==> src/rtl/awd_pkg.sv <==
package awd_pkg;

    localparam int ADDR_W  = 32;
    localparam int OFF_W   = 16;
    localparam int PAGE_W  = ADDR_W - OFF_W;
    localparam int TGT_W   = 4;
    localparam int ATTR_W  = 8;
    localparam int RHI_W   = 8;
    localparam int XADDR_W = ADDR_W + RHI_W;
    localparam int CFG_DW  = 32;

    localparam int CTL_EN_BIT    = 0;
    localparam int CTL_TGT_LSB   = 4;
    localparam int CTL_ATTR_LSB  = 8;
    localparam int CTL_SIZE_LSB  = 16;

    typedef enum logic [1:0] {
        SEL_CTRL = 2'd0,
        SEL_BASE = 2'd1,
        SEL_RLO  = 2'd2,
        SEL_RHI  = 2'd3
    } reg_sel_e;

    typedef struct packed {
        logic              en;
        logic [TGT_W-1:0]  tgt;
        logic [ATTR_W-1:0] attr;
        logic [PAGE_W-1:0] size;
        logic [PAGE_W-1:0] base;
        logic [PAGE_W-1:0] rlo;
        logic [RHI_W-1:0]  rhi;
    } win_cfg_t;

endpackage

==> src/rtl/awd_regfile.sv <==
module awd_regfile
    import awd_pkg::*;
#(
    parameter int NUM_WIN = 8,
    parameter int IDX_W   = $clog2(NUM_WIN),
    parameter int CA_W    = IDX_W + 2
) (
    input  logic                          clk,
    input  logic                          rst_n,
    input  logic                          cfg_wr_i,
    input  logic                          cfg_rd_i,
    input  logic [CA_W-1:0]               cfg_addr_i,
    input  logic [CFG_DW-1:0]             cfg_wdata_i,
    output logic [CFG_DW-1:0]             cfg_rdata_o,
    output win_cfg_t [NUM_WIN-1:0]        cfg_o
);

    typedef struct packed {
        win_cfg_t [NUM_WIN-1:0] win;
        logic [CFG_DW-1:0]      rdata;
    } rf_state_t;

    rf_state_t st_d, st_q;

    logic [IDX_W-1:0] widx;
    reg_sel_e         wsel;
    logic             idx_ok;
    logic             ctrl_unused;

    assign widx        = cfg_addr_i[CA_W-1:2];
    assign wsel        = reg_sel_e'(cfg_addr_i[1:0]);
    assign idx_ok      = (int'(widx) < NUM_WIN);
    assign ctrl_unused = ^cfg_wdata_i[CTL_TGT_LSB-1:CTL_EN_BIT+1];

    always_comb begin
        st_d = st_q;
        if (cfg_wr_i && idx_ok) begin
            case (wsel)
                SEL_CTRL: begin
                    st_d.win[widx].en   = cfg_wdata_i[CTL_EN_BIT];
                    st_d.win[widx].tgt  = cfg_wdata_i[CTL_TGT_LSB +: TGT_W];
                    st_d.win[widx].attr = cfg_wdata_i[CTL_ATTR_LSB +: ATTR_W];
                    st_d.win[widx].size = cfg_wdata_i[CTL_SIZE_LSB +: PAGE_W];
                end
                SEL_BASE: st_d.win[widx].base = cfg_wdata_i[OFF_W +: PAGE_W];
                SEL_RLO:  st_d.win[widx].rlo  = cfg_wdata_i[OFF_W +: PAGE_W];
                default:  st_d.win[widx].rhi  = cfg_wdata_i[RHI_W-1:0];
            endcase
        end
        if (cfg_rd_i) begin
            st_d.rdata = '0;
            if (idx_ok) begin
                case (wsel)
                    SEL_CTRL: begin
                        st_d.rdata[CTL_EN_BIT]              = st_q.win[widx].en;
                        st_d.rdata[CTL_TGT_LSB +: TGT_W]    = st_q.win[widx].tgt;
                        st_d.rdata[CTL_ATTR_LSB +: ATTR_W]  = st_q.win[widx].attr;
                        st_d.rdata[CTL_SIZE_LSB +: PAGE_W]  = st_q.win[widx].size;
                    end
                    SEL_BASE: st_d.rdata[OFF_W +: PAGE_W] = st_q.win[widx].base;
                    SEL_RLO:  st_d.rdata[OFF_W +: PAGE_W] = st_q.win[widx].rlo;
                    default:  st_d.rdata[RHI_W-1:0]       = st_q.win[widx].rhi;
                endcase
            end
        end
    end

    always_ff @(posedge clk or negedge rst_n) begin
        if (!rst_n) st_q <= '0;
        else        st_q <= st_d;
    end

    assign cfg_o       = st_q.win;
    assign cfg_rdata_o = st_q.rdata;


    ctrl_write_lands_chk: assert property (@(posedge clk) disable iff (!rst_n)
        (cfg_wr_i && idx_ok && wsel == SEL_CTRL)
        |=> (cfg_o[$past(widx)].size == $past(cfg_wdata_i[CTL_SIZE_LSB +: PAGE_W]))
            && (cfg_o[$past(widx)].en == $past(cfg_wdata_i[CTL_EN_BIT])));

endmodule

==> src/rtl/awd_win_match.sv <==
module awd_win_match
    import awd_pkg::*;
#(
    parameter int NUM_WIN = 8
) (
    input  logic                   clk,
    input  logic                   rst_n,
    input  win_cfg_t [NUM_WIN-1:0] cfg_i,
    input  logic [PAGE_W-1:0]      page_i,
    output logic [NUM_WIN-1:0]     match_o
);

    for (genvar g = 0; g < NUM_WIN; g++) begin : g_win
        logic [PAGE_W-1:0] diff_d;
        assign diff_d     = (page_i ^ cfg_i[g].base) & ~cfg_i[g].size;
        assign match_o[g] = cfg_i[g].en && (diff_d == '0);


        disabled_quiet_chk: assert property (@(posedge clk) disable iff (!rst_n)
            !cfg_i[g].en |-> !match_o[g]);
    end

endmodule

==> src/rtl/awd_prio_pick.sv <==
module awd_prio_pick #(
    parameter int NUM_WIN = 8,
    parameter int IDX_W   = $clog2(NUM_WIN)
) (
    input  logic               clk,
    input  logic               rst_n,
    input  logic [NUM_WIN-1:0] match_i,
    output logic [NUM_WIN-1:0] grant_o,
    output logic [IDX_W-1:0]   idx_o,
    output logic               any_o
);

    always_comb begin
        grant_o = '0;
        idx_o   = '0;
        for (int i = NUM_WIN - 1; i >= 0; i--) begin
            if (match_i[i]) begin
                grant_o    = '0;
                grant_o[i] = 1'b1;
                idx_o      = IDX_W'(i);
            end
        end
        any_o = |match_i;
    end


    one_grant_chk: assert property (@(posedge clk) disable iff (!rst_n)
        $onehot0(grant_o) && (any_o == (grant_o != '0)));


    grant_in_match_chk: assert property (@(posedge clk) disable iff (!rst_n)
        (grant_o & ~match_i) == '0);


    lowest_wins_chk: assert property (@(posedge clk) disable iff (!rst_n)
        ((grant_o - NUM_WIN'(1)) & match_i) == '0);

endmodule

==> src/rtl/addr_window_decoder.sv <==
module addr_window_decoder
    import awd_pkg::*;
#(
    parameter int NUM_WIN = 8,
    parameter int IDX_W   = $clog2(NUM_WIN),
    parameter int CA_W    = IDX_W + 2
) (
    input  logic               clk,
    input  logic               rst_n,
    input  logic               cfg_wr,
    input  logic               cfg_rd,
    input  logic [CA_W-1:0]    cfg_addr,
    input  logic [CFG_DW-1:0]  cfg_wdata,
    output logic [CFG_DW-1:0]  cfg_rdata,
    input  logic               lk_valid,
    input  logic [ADDR_W-1:0]  lk_addr,
    output logic               res_valid,
    output logic               res_hit,
    output logic               res_miss,
    output logic [IDX_W-1:0]   res_win,
    output logic [TGT_W-1:0]   res_target,
    output logic [ATTR_W-1:0]  res_attr,
    output logic [XADDR_W-1:0] res_addr
);

    typedef struct packed {
        logic               valid;
        logic               hit;
        logic               miss;
        logic [IDX_W-1:0]   win;
        logic [TGT_W-1:0]   tgt;
        logic [ATTR_W-1:0]  attr;
        logic [XADDR_W-1:0] xaddr;
    } res_t;

    win_cfg_t [NUM_WIN-1:0] win_cfg;
    logic [NUM_WIN-1:0]     match_vec;
    logic [NUM_WIN-1:0]     grant_vec;
    logic [IDX_W-1:0]       win_idx;
    logic                   any_hit;
    logic [PAGE_W-1:0]      lk_page;
    logic [PAGE_W-1:0]      sel_size;
    logic [PAGE_W-1:0]      sel_rlo;
    logic [RHI_W-1:0]       sel_rhi;
    logic [TGT_W-1:0]       sel_tgt;
    logic [ATTR_W-1:0]      sel_attr;
    logic                   grant_unused;
    res_t                   res_d, res_q;

    assign lk_page      = lk_addr[ADDR_W-1:OFF_W];
    assign grant_unused = ^grant_vec;

    awd_regfile #(.NUM_WIN(NUM_WIN), .IDX_W(IDX_W), .CA_W(CA_W)) regs_i (
        .clk         (clk),
        .rst_n       (rst_n),
        .cfg_wr_i    (cfg_wr),
        .cfg_rd_i    (cfg_rd),
        .cfg_addr_i  (cfg_addr),
        .cfg_wdata_i (cfg_wdata),
        .cfg_rdata_o (cfg_rdata),
        .cfg_o       (win_cfg)
    );

    awd_win_match #(.NUM_WIN(NUM_WIN)) match_i (
        .clk     (clk),
        .rst_n   (rst_n),
        .cfg_i   (win_cfg),
        .page_i  (lk_page),
        .match_o (match_vec)
    );

    awd_prio_pick #(.NUM_WIN(NUM_WIN), .IDX_W(IDX_W)) pick_i (
        .clk     (clk),
        .rst_n   (rst_n),
        .match_i (match_vec),
        .grant_o (grant_vec),
        .idx_o   (win_idx),
        .any_o   (any_hit)
    );

    assign sel_size = win_cfg[win_idx].size;
    assign sel_rlo  = win_cfg[win_idx].rlo;
    assign sel_rhi  = win_cfg[win_idx].rhi;
    assign sel_tgt  = win_cfg[win_idx].tgt;
    assign sel_attr = win_cfg[win_idx].attr;

    always_comb begin
        res_d       = '0;
        res_d.valid = lk_valid;
        res_d.xaddr = XADDR_W'(lk_addr);
        if (lk_valid) begin
            if (any_hit) begin
                res_d.hit   = 1'b1;
                res_d.win   = win_idx;
                res_d.tgt   = sel_tgt;
                res_d.attr  = sel_attr;
                res_d.xaddr = {sel_rhi,
                               (sel_rlo & ~sel_size) | (lk_page & sel_size),
                               lk_addr[OFF_W-1:0]};
            end else begin
                res_d.miss  = 1'b1;
            end
        end
    end

    always_ff @(posedge clk or negedge rst_n) begin
        if (!rst_n) res_q <= '0;
        else        res_q <= res_d;
    end

    assign res_valid  = res_q.valid;
    assign res_hit    = res_q.hit;
    assign res_miss   = res_q.miss;
    assign res_win    = res_q.win;
    assign res_target = res_q.tgt;
    assign res_attr   = res_q.attr;
    assign res_addr   = res_q.xaddr;


    hit_xor_miss_chk: assert property (@(posedge clk) disable iff (!rst_n)
        res_valid ? (res_hit != res_miss) : (!res_hit && !res_miss));


    one_cycle_result_chk: assert property (@(posedge clk) disable iff (!rst_n)
        lk_valid |=> res_valid);


    offset_passthru_chk: assert property (@(posedge clk) disable iff (!rst_n)
        lk_valid |=> (res_addr[OFF_W-1:0] == $past(lk_addr[OFF_W-1:0])));

endmodule

==> config.mk <==
export PLATFORM = sky130hd
export DESIGN_NAME = addr_window_decoder
export DESIGN_NICKNAME = d
export VERILOG_FILES = /design/src/rtl/awd_pkg.sv /design/src/rtl/awd_regfile.sv /design/src/rtl/awd_win_match.sv /design/src/rtl/awd_prio_pick.sv /design/src/rtl/addr_window_decoder.sv
export SDC_FILE = /design/constraint.sdc
export NUM_CORES = 2
export LEC_CHECK = 0
export BUFFER_PORTS_ARGS = -buffer_cell sky130_fd_sc_hd__clkbuf_2
export CORE_ASPECT_RATIO = 2
export CORE_UTILIZATION = 62
export DETAILED_ROUTE_END_ITERATION = 7
export HOLD_SLACK_MARGIN = 0.15
export PLACE_DENSITY = 0.81
export SKIP_CTS_REPAIR_TIMING = 1
export SLEW_MARGIN = 20
export SYNTH_ARGS = -nofsm -noshare
export SYNTH_HDL_FRONTEND = slang
export SYNTH_SLANG_ARGS = --single-unit
==> constraint.sdc <==
create_clock -name clk -period 3.5 [get_ports clk]
set_input_delay 0.35 -clock clk [delete_from_list [all_inputs] [get_ports clk]]
set_output_delay 0.35 -clock clk [all_outputs]
set_load 0.02 [all_outputs]
==> flow_summary.ini <==
[sta]
slew_viol_final = 0
fin_skew_ns = 0.0264
slew_headroom_pct = 18.5
setup_viol = 2
hold_violations = 0
tns_ns = -0.0838
fin_ws_ns = -0.0452
worst_pin_slew_ns = 1.21
fmax_ghz = 0.282
fin_crit_ns = 3.55
whs_ns = 0.158
fin_crit_sh_pct = 101

[global_routing]
grt_max_degree = 88
gr-usage-all-layers_pct = 48.2
grt_pass1_vias = 28100
grt_pass1_wl_um = 184000
grt_overflow = 0
antenna_found_initial = 10

[power_and_ir_drop]
power_density_nw_per_um2 = 553
ir_worst_vdd_mv = 0.686
p_int_uw = 14700
seqPwrFrac_pct = 47.6
switching_share_pct = 31.2
total_power_uw = 21400
clockPowerShare_pct = 31.1
combPwrFrac_pct = 21.3
p_sw_uw = 6690
power_leakage_uw = 0.0171

[synthesis]
yosys_register_bits = 642
synth_area_um2 = 32600
syn_inst = 2710
synthArstFlopShare_pct = 100
yosysSeqAreaShare_pct = 49.3
synth.distinct_cells = 51
syn_avg_cell_area_um2 = 12.0
synth_top_area_share_pct = 49.3
synth_area_leader_cell = dfrtp_1
synth-main-ff-cell = dfrtp_1
yosysWarnings = 0
synth-edff-count = 0
synthTopCellsByArea = dfrtp_1, mux2_2, a22oi_1
synth_nets = 2784

[worst_hold_path]
hold_class = primary input to register
whs_path_depth = 2
min_from = lk_addr[28]

[clock_tree]
cts.path.max_buffers = 3
cts-root-buf = clkbuf_16
numCtsBuffers = 55
h-tree-depth = 2
path_clk_slew_ns = 0.07
cts_tree = done
clock_sinks = 642
clk_latency_ns = 0.65

[place]
post-place-ws_ns = -0.448
io_buffers = 163
gp_congestion = 1.06
hpwl_um = 82100

[worst_setup_path]
required_ns = 4.02
endpoint = res_addr[21]$_DFF_PN0_
cp-start-kind = register
path_class = register to register
cp.arrival_ns = 4.07
reg2reg_slack_ns = -0.05
r2r-end = res_addr[21]$_DFF_PN0_
critPathCaptureType = register
critPathMaxFanout = 6
r2r_cells = 13

[final_layout]
drive_gt1_share_pct = 40.7
nets = 3100
syn_to_final_growth_pct = 18.9
fin_util_pct = 74.8
fillers = 3366

[detailed_routing]
final_antenna_net_count = 0
routed_wl_um = 130000
drt_first_pass_iters = 8
via_per_inst = 7.42
dr_total_vias = 27700
route.detailed.drc = 3
drt_iter0_markers = 3660
routedWlPerCell_um = 34.8

[status]
run_status = complete, but fails checks
violations = DRC, setup timing

[floorplan]
die_w_um = 164
core_um2 = 51800
design.portCount = 164
rows = 118
die_area_um2 = 53500
die_y_um = 326
start_util_pct = 62.9

[job]
drv_cap = 0
[per-stage QoR]
step / instances / area, um2
4_1_cts: 3678 / 37700
3_5_place_dp: 3576 / 35800
5_1_grt: 3732 / 38700
2_1_floorplan: 2710 / 32600
6_report: 3735 / 38700
3_3_place_gp: 3576 / 35800
[kinds of logic after synthesis]
kind of cell / Yosys count / synth area share (%)
muxes: 731 / 24.8
DFF: 642 / 49.3
AOI/OAI and AO/OA: 605 / 13.7
and+or+nand+nor: 341 / 5.25
buffers and inverters: 263 / 3.51
xor gates and xnor gates: 128 / 3.44
[worst max-delay path, stage by stage (launching register included)]
cell and delay, ns:
dfrtp_2 0.46, xnor2_2 0.16, buf_4 0.13, o22ai_2 0.11, nor4_4 0.37, o2111ai_2 0.23, a21boi_2 0.32, a21bo_4 0.24
and2_4 0.19, buf_12 0.16, buf_8 0.24, mux2i_4 0.30, o221ai_1 0.15, mux2_1 0.34
[worst min path at each step]
stage                                 endpoint  slack (ns)
finish                  res_addr[28]$_DFF_PN0_        0.16
floorplan           asynchronous set/reset pin        0.05
global route            res_addr[28]$_DFF_PN0_        0.17
detailed placement  asynchronous set/reset pin        0.41
global placement    asynchronous set/reset pin        0.41
CTS                 asynchronous set/reset pin       -0.25
[synthesized netlist by cell type (15+ instances only)]
cell	count
xnor2_1	128
dfrtp_1	642
clkbuf_1	183
o211ai_1	33
mux2i_1	125
o21ai_0	46
a21boi_0	20
nand3b_1	15
nand4_1	47
a22o_1	46
nand3_1	26
buf_4	15
and3_1	25
nor3b_1	18
o221ai_1	16
nor2_1	104
a211oi_1	33
a22oi_1	207
buf_1	16
buf_2	27
nand2_1	73
mux2_2	594
o22ai_1	63
a21oi_1	37
a221oi_1	49
[cell usage in the layout, fill, tap and decap left out, types with 13 or more instances in the layout]
| master | n |
|---|---|
| buf_12 | 29 |
| clkbuf_16 | 60 |
| o21ai_0 | 42 |
| a221oi_1 | 49 |
| mux2i_1 | 122 |
| nor2_1 | 91 |
| inv_1 | 13 |
| mux2_2 | 591 |
| nand3_1 | 26 |
| dlygate4sd3_1 | 32 |
| o22ai_1 | 57 |
| a211oi_1 | 22 |
| o221ai_1 | 15 |
| buf_6 | 14 |
| nand2_1 | 71 |
| xnor2_1 | 122 |
| a22o_1 | 46 |
| clkbuf_2 | 162 |
| o211ai_1 | 33 |
| nand4_1 | 47 |
| a21boi_0 | 20 |
| dfrtp_1 | 640 |
| nand3b_1 | 15 |
| a22oi_1 | 207 |
| and3_1 | 24 |
| buf_4 | 264 |
| clkbuf_8 | 16 |
| a21oi_1 | 37 |
[power groups by stage]
stage	clock network, uW	logic [uW]	registers, uW
after floorplan	0	2470	9720
after global placement	0	4050	10100
after detailed placement	0	4200	10200
after CTS	6680	4230	10100
after global routing	6940	4760	10300
final	6670	4550	10200
[routing by layer]
metal / track usage [%] / routed length (um)
met5: 0 / 77
met4: 47.9 / 16200
met3: 13.7 / 14800
met2: 74.4 / 59100
met1: 51.7 / 39700
[layout make-up]
| cell class | count | area, um2 | area share (%) |
|---|---|---|---|
| diodes | 4 | 10.0 | 0.0258 |
| clock buffers | 76 | 1640 | 4.22 |
| clock inverters | 26 | 317 | 0.817 |
| inverters | 13 | 48.8 | 0.126 |
| multi-input cells | 1805 | 15800 | 40.8 |
| flip-flops and latches | 642 | 16100 | 41.5 |
| well taps | 660 | 826 | 2.13 |
| repair buffers | 509 | 4040 | 10.4 |
Note: power is estimated with default switching activity, not from simulation.
